[config.mk]
export PLATFORM = sky130hd
export DESIGN_NAME = irq_contend_arb
export DESIGN_NICKNAME = d
export VERILOG_FILES = /design/src/rtl/arb_pkg.sv /design/src/rtl/arb_id_bank.sv /design/src/rtl/arb_lane.sv /design/src/rtl/arb_pick.sv /design/src/rtl/irq_contend_arb.sv
export SDC_FILE = /design/constraint.sdc
export NUM_CORES = 1
export LEC_CHECK = 0
export CAP_MARGIN = 0
export CORE_MARGIN = 3
export CORE_UTILIZATION = 50
export DETAILED_ROUTE_END_ITERATION = 8
export PLACE_DENSITY = 0.72
export SKIP_LAST_GASP = 1
export SYNTH_ARGS = -nofsm -noshare
export SYNTH_HDL_FRONTEND = slang
export SYNTH_HIERARCHICAL = 1
export SYNTH_SLANG_ARGS = --single-unit
[constraint.sdc]
create_clock -name clk -period 4.8 [get_ports clk]
set_clock_uncertainty 0.05 [all_clocks]
set_input_delay 0.72 -clock clk [delete_from_list [all_inputs] [get_ports clk]]
set_output_delay 0.72 -clock clk [all_outputs]
set_load 0.01 [all_outputs]
[src/rtl/arb_pkg.sv]
package arb_pkg;
    typedef enum logic [0:0] {
        ST_IDLE = 1'b0,
        ST_RUN  = 1'b1
    } arb_state_e;
endpackage

[src/rtl/arb_id_bank.sv]
module arb_id_bank #(
    parameter int N_SRC = 4,
    parameter int ID_W  = 4,
    parameter int SEL_W = 2
) (
    input  logic                   clk,
    input  logic                   rst_n,
    input  logic                   wr_en,
    input  logic [SEL_W-1:0]       wr_sel,
    input  logic [ID_W-1:0]        wr_val,
    output logic [N_SRC*ID_W-1:0]  ids_o
);
    localparam int TOT = N_SRC * ID_W;
    localparam logic [TOT-1:0] RST_VAL = {{(TOT-ID_W){1'b0}}, {ID_W{1'b1}}};

    logic [TOT-1:0] ids_d, ids_q;

    always_comb begin
        ids_d = ids_q;
        for (int i = 0; i < N_SRC; i++) begin
            if (wr_en && (int'(wr_sel) == i)) begin
                ids_d[i*ID_W +: ID_W] = wr_val;
            end
        end
    end

    always_ff @(posedge clk or negedge rst_n) begin
        if (!rst_n) begin
            ids_q <= RST_VAL;
        end else begin
            ids_q <= ids_d;
        end
    end

    assign ids_o = ids_q;

    // a write lands in the selected slot on the next cycle
    p_id_write_r9: assert property (@(posedge clk) disable iff (!rst_n)
        wr_en |=> (ids_q[int'($past(wr_sel))*ID_W +: ID_W] == $past(wr_val)));
endmodule

[src/rtl/arb_lane.sv]
module arb_lane #(
    parameter int ID_W  = 4,
    parameter int BIT_W = 2
) (
    input  logic              alive_i,
    input  logic [ID_W-1:0]   id_i,
    input  logic [BIT_W-1:0]  bit_i,
    input  logic              line_i,
    output logic              drive_o,
    output logic              keep_o
);
    logic cur_bit;

    always_comb begin
        cur_bit = id_i[bit_i];
        drive_o = alive_i & cur_bit;
        keep_o  = alive_i & ~(line_i & ~cur_bit);
    end

    // a lane driving 1 is never knocked out
    p_driver_stays_r3: assert final (!(drive_o && !keep_o));
endmodule

[src/rtl/arb_pick.sv]
module arb_pick #(
    parameter int N_SRC = 4,
    parameter int SEL_W = 2
) (
    input  logic [N_SRC-1:0] vec_i,
    output logic [SEL_W-1:0] idx_o,
    output logic             any_o
);
    always_comb begin
        idx_o = '0;
        any_o = |vec_i;
        for (int i = N_SRC - 1; i >= 0; i--) begin
            if (vec_i[i]) begin
                idx_o = SEL_W'(i);
            end
        end
    end
endmodule

[src/rtl/irq_contend_arb.sv]
module irq_contend_arb #(
    parameter int N_SRC = 4,
    parameter int ID_W  = 4,
    parameter int LVL_W = 3,
    parameter int SEL_W = (N_SRC > 1) ? $clog2(N_SRC) : 1
) (
    input  logic                    clk,
    input  logic                    rst_n,
    input  logic                    id_wr_en,
    input  logic [SEL_W-1:0]        id_wr_sel,
    input  logic [ID_W-1:0]         id_wr_val,
    input  logic [N_SRC*LVL_W-1:0]  req_lvl,
    input  logic [LVL_W-1:0]        ext_lvl,
    input  logic                    ack_valid,
    input  logic [LVL_W-1:0]        ack_lvl,
    output logic                    busy,
    output logic                    done,
    output logic                    win_valid,
    output logic                    spurious,
    output logic [SEL_W-1:0]        win_idx,
    output logic                    win_ext,
    output logic                    dup_id
);
    import arb_pkg::*;

    localparam int BIT_W = (ID_W > 1) ? $clog2(ID_W) : 1;
    localparam logic [BIT_W-1:0] TOP_BIT = BIT_W'(ID_W - 1);

    typedef struct packed {
        arb_state_e              st;
        logic [BIT_W-1:0]        bitp;
        logic [N_SRC-1:0]        alive;
        logic [N_SRC*ID_W-1:0]   ids;
        logic                    ext_only;
        logic                    dup;
        logic                    seen;
        logic                    done;
        logic                    win_valid;
        logic                    spurious;
        logic [SEL_W-1:0]        win_idx;
        logic                    win_ext;
        logic                    dup_out;
    } state_t;

    state_t q_q, q_d;

    logic [N_SRC*ID_W-1:0] ids_live;
    logic [N_SRC-1:0]      drive;
    logic [N_SRC-1:0]      keep;
    logic                  line;
    logic [SEL_W-1:0]      pick_idx;
    logic                  pick_any;
    logic [N_SRC-1:0]      elig;
    logic                  sim0_hit;
    logic                  ext_hit;
    logic                  dup_now;
    logic                  last_bit;
    logic                  any_one;

    arb_id_bank #(.N_SRC(N_SRC), .ID_W(ID_W), .SEL_W(SEL_W)) u_bank (
        .clk    (clk),
        .rst_n  (rst_n),
        .wr_en  (id_wr_en),
        .wr_sel (id_wr_sel),
        .wr_val (id_wr_val),
        .ids_o  (ids_live)
    );

    for (genvar g = 0; g < N_SRC; g++) begin : g_lane
        arb_lane #(.ID_W(ID_W), .BIT_W(BIT_W)) u_lane (
            .alive_i (q_q.alive[g]),
            .id_i    (q_q.ids[g*ID_W +: ID_W]),
            .bit_i   (q_q.bitp),
            .line_i  (line),
            .drive_o (drive[g]),
            .keep_o  (keep[g])
        );
    end

    assign line = |drive;

    arb_pick #(.N_SRC(N_SRC), .SEL_W(SEL_W)) u_pick (
        .vec_i (keep),
        .idx_o (pick_idx),
        .any_o (pick_any)
    );

    // eligibility and duplicate detection on the live request inputs
    always_comb begin
        elig = '0;
        for (int i = 0; i < N_SRC; i++) begin
            elig[i] = (ack_lvl != '0) && (req_lvl[i*LVL_W +: LVL_W] == ack_lvl);
        end
        sim0_hit = elig[0];
        ext_hit  = (ack_lvl != '0) && (ext_lvl == ack_lvl);
        elig[0]  = elig[0] | ext_hit;
        dup_now  = 1'b0;
        for (int i = 0; i < N_SRC; i++) begin
            for (int j = i + 1; j < N_SRC; j++) begin
                if (elig[i] && elig[j]
                    && (ids_live[i*ID_W +: ID_W] == ids_live[j*ID_W +: ID_W])
                    && (ids_live[i*ID_W +: ID_W] != '0)) begin
                    dup_now = 1'b1;
                end
            end
        end
    end

    always_comb begin
        q_d      = q_q;
        q_d.done = 1'b0;
        last_bit = (q_q.bitp == '0);
        any_one  = q_q.seen | line;
        unique case (q_q.st)
            ST_IDLE: begin
                if (ack_valid) begin
                    q_d.st       = ST_RUN;
                    q_d.bitp     = TOP_BIT;
                    q_d.alive    = elig;
                    q_d.ids      = ids_live;
                    q_d.ext_only = ext_hit & ~sim0_hit;
                    q_d.dup      = dup_now;
                    q_d.seen     = 1'b0;
                end
            end
            ST_RUN: begin
                q_d.alive = keep;
                q_d.seen  = any_one;
                if (last_bit) begin
                    q_d.st        = ST_IDLE;
                    q_d.done      = 1'b1;
                    q_d.win_valid = pick_any & any_one;
                    q_d.spurious  = ~(pick_any & any_one);
                    q_d.win_idx   = (pick_any & any_one) ? pick_idx : '0;
                    q_d.win_ext   = pick_any & any_one & (pick_idx == '0) & q_q.ext_only;
                    q_d.dup_out   = q_q.dup;
                end else begin
                    q_d.bitp = q_q.bitp - 1'b1;
                end
            end
            default: q_d.st = ST_IDLE;
        endcase
    end

    always_ff @(posedge clk or negedge rst_n) begin
        if (!rst_n) begin
            q_q <= '0;
        end else begin
            q_q <= q_d;
        end
    end

    assign busy      = (q_q.st == ST_RUN);
    assign done      = q_q.done;
    assign win_valid = q_q.win_valid;
    assign spurious  = q_q.spurious;
    assign win_idx   = q_q.win_idx;
    assign win_ext   = q_q.win_ext;
    assign dup_id    = q_q.dup_out;

    // result strobe lasts one cycle
    p_done_pulse_r10: assert property (@(posedge clk) disable iff (!rst_n)
        done |=> !done);
    // results hold between strobes
    p_hold_r10: assert property (@(posedge clk) disable iff (!rst_n)
        !done |-> ($stable(win_idx) && $stable(win_valid) && $stable(spurious)));
    // exactly one outcome is reported
    p_outcome_r5: assert property (@(posedge clk) disable iff (!rst_n)
        done |-> (win_valid ^ spurious));
    // the final bit is always followed by the strobe
    p_finish_r4: assert property (@(posedge clk) disable iff (!rst_n)
        (busy && last_bit) |=> (done && !busy));
    // a running contention is not restarted
    p_no_restart_r8: assert property (@(posedge clk) disable iff (!rst_n)
        (busy && !last_bit) |=> busy);
    // without a shared identifier at most one survivor remains
    p_unique_r7: assert property (@(posedge clk) disable iff (!rst_n)
        (busy && last_bit && !q_q.dup && any_one) |-> $onehot0(keep));
    // an external win is always reported as slot 0
    p_ext_slot_r6: assert property (@(posedge clk) disable iff (!rst_n)
        win_ext |-> (win_valid && win_idx == '0));
endmodule

==> impl_results.md <==
* Antenna violations before repair at 0
* Synth cell types at 49
* CP Capture Point: win_ext$_DFFE_PN0P_
* Largest cells by area after synthesis: dfrtp_1 42%, xnor2_1 9.4%, nand2_1 7.8%
* Mapped Avg Cell Area at 10.1 µm²
* CTS buffer count at 5
* Dpl ws at 1.70 ns
* Post-synthesis sequential area ratio at 45.5%
* Final Max Slew Viols at 0
* Crit path kind: reg2reg
* Gr usage total at 18.8%
* Final Hold Fails at 0
* Placer's final routability congestion estimate at 0.839
* H-tree lvl count at 2
* Worst R2R Setup Slack at 1.72 ns
* Rows at 26
* Inserted Diodes at 0
* Total number of vias at 1,917
* Total of max-cap violations at 0
* VDD IR max at 0.000194 V
* Leakage at 1.34 nW
* Crit start category: register
* R2R Path End: win_ext$_DFFE_PN0P_
* Synthesized area at 2710 µm²
* Final WS setup at 1.72 ns
* Net Count, Synth at 296
* Synth area leader: dfrtp_1
* # hold bufs at CTS at 0
* Hold Path Class: reg2reg
* Total gr overflow at 0
* Crit. Startpoint: q_q[30]$_DFFE_PN0P_
* EDFF count, synth at 0
* Worst r2r path cells at 9
* Filler cell count at 412
* Tightest Pin Transition at 1.11 ns
* Die area at 6330 µm²
* Final worst-path cycle share at 64.2%
* Post-layout min period at 3.08 ns
* Yosys top cell area share at 41.6%
* DR vias/cell at 5.28
* DP Area at 3040 µm²
* Root buffer cell: clkbuf_8
* Hold Slack at 0.426 ns
* Clk Latency, worst-skew pair at 0.31 ns
* Clk buf depth at 2
* CP Max Fanout at 7
* Initial Util at 52.3%
* Pwr Density at 482 nW/µm²
* #FFs+latches synth at 49
* First-pass GRT wire length at 9230 µm
* Post-route ant nets at 0
* Core ar. at 5170 µm²
* Final Core Density at 61.0%
* DR iter-0 viols at 108
* Gate Count Post-Synth at 267
* TritonCTS Sinks at 49
* Clock-pin slew on the worst setup and hold paths at 0.10 ns
* Boundary Pins at 36
* Post-CTS Setup Inserts at 0
* Design Area, Final at 3160 µm²
* Setup TNS at 0 ns
* DPL Wire Length at 3990 µm
* Post-synth ARST share at 100%
* Nets@finish at 321
* Worst R2R Start: q_q[30]$_DFFE_PN0P_
* Largest net degree at the start of global routing at 50
* Synth warn at 6
* Slew HR at 25.7%
* Resized Gates After CTS at 0
* Routed wire length at 5420 µm
* CTS tree: built
* Wire per inst at 14.9 µm
* Setup violators final at 0
* Layout overhead on the synthesized area at 16.7%
* Die Y at 79.6 µm
* Status: complete, no violations
* CP required at 4.99 ns
* Drt pass-1 iters at 4
* Number of remaining DRC errors at 0
* Fmax at 0.324 GHz
* PortBufs at 35
* Post-synth top flop: dfrtp_1
* Die width at 79.6 µm
* Layout cell share with drive strength beyond 1 at 13.7%
* Vias in the first global route at 1,919
* RSZ-0062 raised after global routing: false
* Critical path endpoint category: register
* CP Data Arrival Time at 3.27 ns
worst min path at each step:
stage | startpoint | end | slack [ns] | depth (start not counted)
6_report | q_q[11]$_DFFE_PN0P_ | q_q[11]$_DFFE_PN0P_ | 0.43 | 2
5_1_grt | q_q[12]$_DFFE_PN0P_ | q_q[12]$_DFFE_PN0P_ | 0.46 | 2
4_1_cts | q_q[11]$_DFFE_PN0P_ | q_q[11]$_DFFE_PN0P_ | 0.43 | 2
3_5_place_dp | q_q[11]$_DFFE_PN0P_ | q_q[11]$_DFFE_PN0P_ | 0.41 | 2
3_3_place_gp | q_q[13]$_DFFE_PN0P_ | q_q[13]$_DFFE_PN0P_ | 0.42 | 2
2_1_floorplan | rst_n | busy$_DFF_PN0_ | 0.37 | 0
per-layer routing:
layer  track usage, %  vias up  share of wire (%)
met5                0        -                  0
met4             5.15        0                1.1
met3             4.18        6                3.6
met2             31.7       38                 49
met1             24.2      927                 46
li1                 -      946                  -
final cells by class:
type                    instances  area, µm²  area share [%]
clock buffers                   7       86.3            2.74
clock inverters                 1       30.0           0.952
inverters                       9       33.8            1.07
multi-input cells             192       1340            42.5
flip-flops and latches         49       1230            39.0
well taps                      70       87.6            2.78
repair buffers                 35        345            10.9
layout by cell type, fill, tap and decap left out, drive strengths merged, types with 2 or more instances in the layout:
cell	n
nand2	56
dfrtp	45
clkdlybuf4s50	34
xnor2	29
mux2	18
nor2	12
nand4	10
inv	9
xor2	8
clkbuf	7
and2	5
nor3	4
nor4	4
mux4	4
o21a	4
dfstp	4
a21oi	4
nand2b	3
o21ai	3
nand3	3
o22ai	2
a22o	2
nand3b	2
or4	2
or3	2
nor3b	2
flip-flops by register name, indices dropped and copies added, names as in the netlist:
signal	flops
q_q	25
u_bank/ids_o	16
win_idx	2
busy	1
done	1
dup_id	1
spurious	1
win_ext	1
win_valid	1
Yosys cell counts (2+ instances only):
cell,number
mux4_2,4
nand2b_1,3
o21a_1,4
o22ai_1,2
nor3_1,4
inv_1,9
o21ai_0,3
xor2_1,8
a21oi_1,3
clkbuf_2,3
nand4_1,9
nor4_1,4
mux2_2,18
clkbuf_1,7
nand3_1,3
nor2_1,12
xnor2_1,29
nand2_1,56
buf_4,2
and2_1,4
buf_6,3
nand3b_1,2
dfstp_2,4
a22o_1,2
dfrtp_1,45
per-stage QoR:
stage,power [mW],instances
after floorplan,1.07,267
after global placement,1.22,355
after detailed placement,1.23,355
after CTS,1.53,363
after global routing,1.64,363
final,1.52,363
worst max-delay path, stage by stage, from the launching register on:
cell	delay, ns
dfrtp_1	0.54
mux4_2	0.55
and2_1	0.17
or4_4	0.56
inv_1	0.07
o21a_1	0.20
nor2_1	0.07
nand2_1	0.06
nor3b_1	0.48
a32o_1	0.25
cell families after synthesis:
family                   count (synthesis)  share of synthesized area, %
AND/OR/NAND/NOR                        107                          19.4
flip-flops                              49                          45.5
XOR/XNOR                                37                          12.0
buffers and inverters                   26                          4.90
AO/OA/AOI/OAI                           24                          6.52
multiplexers                            23                          11.2
adder cells (fa/ha/maj)                  1                         0.462
power breakdown:
part | switching (mW) | internal [mW]
registers | 0.144 | 0.550
clock network | 0.135 | 0.170
logic | 0.234 | 0.287
total | 0.514 | 1.01
Note: power is estimated with default switching activity, not from simulation.
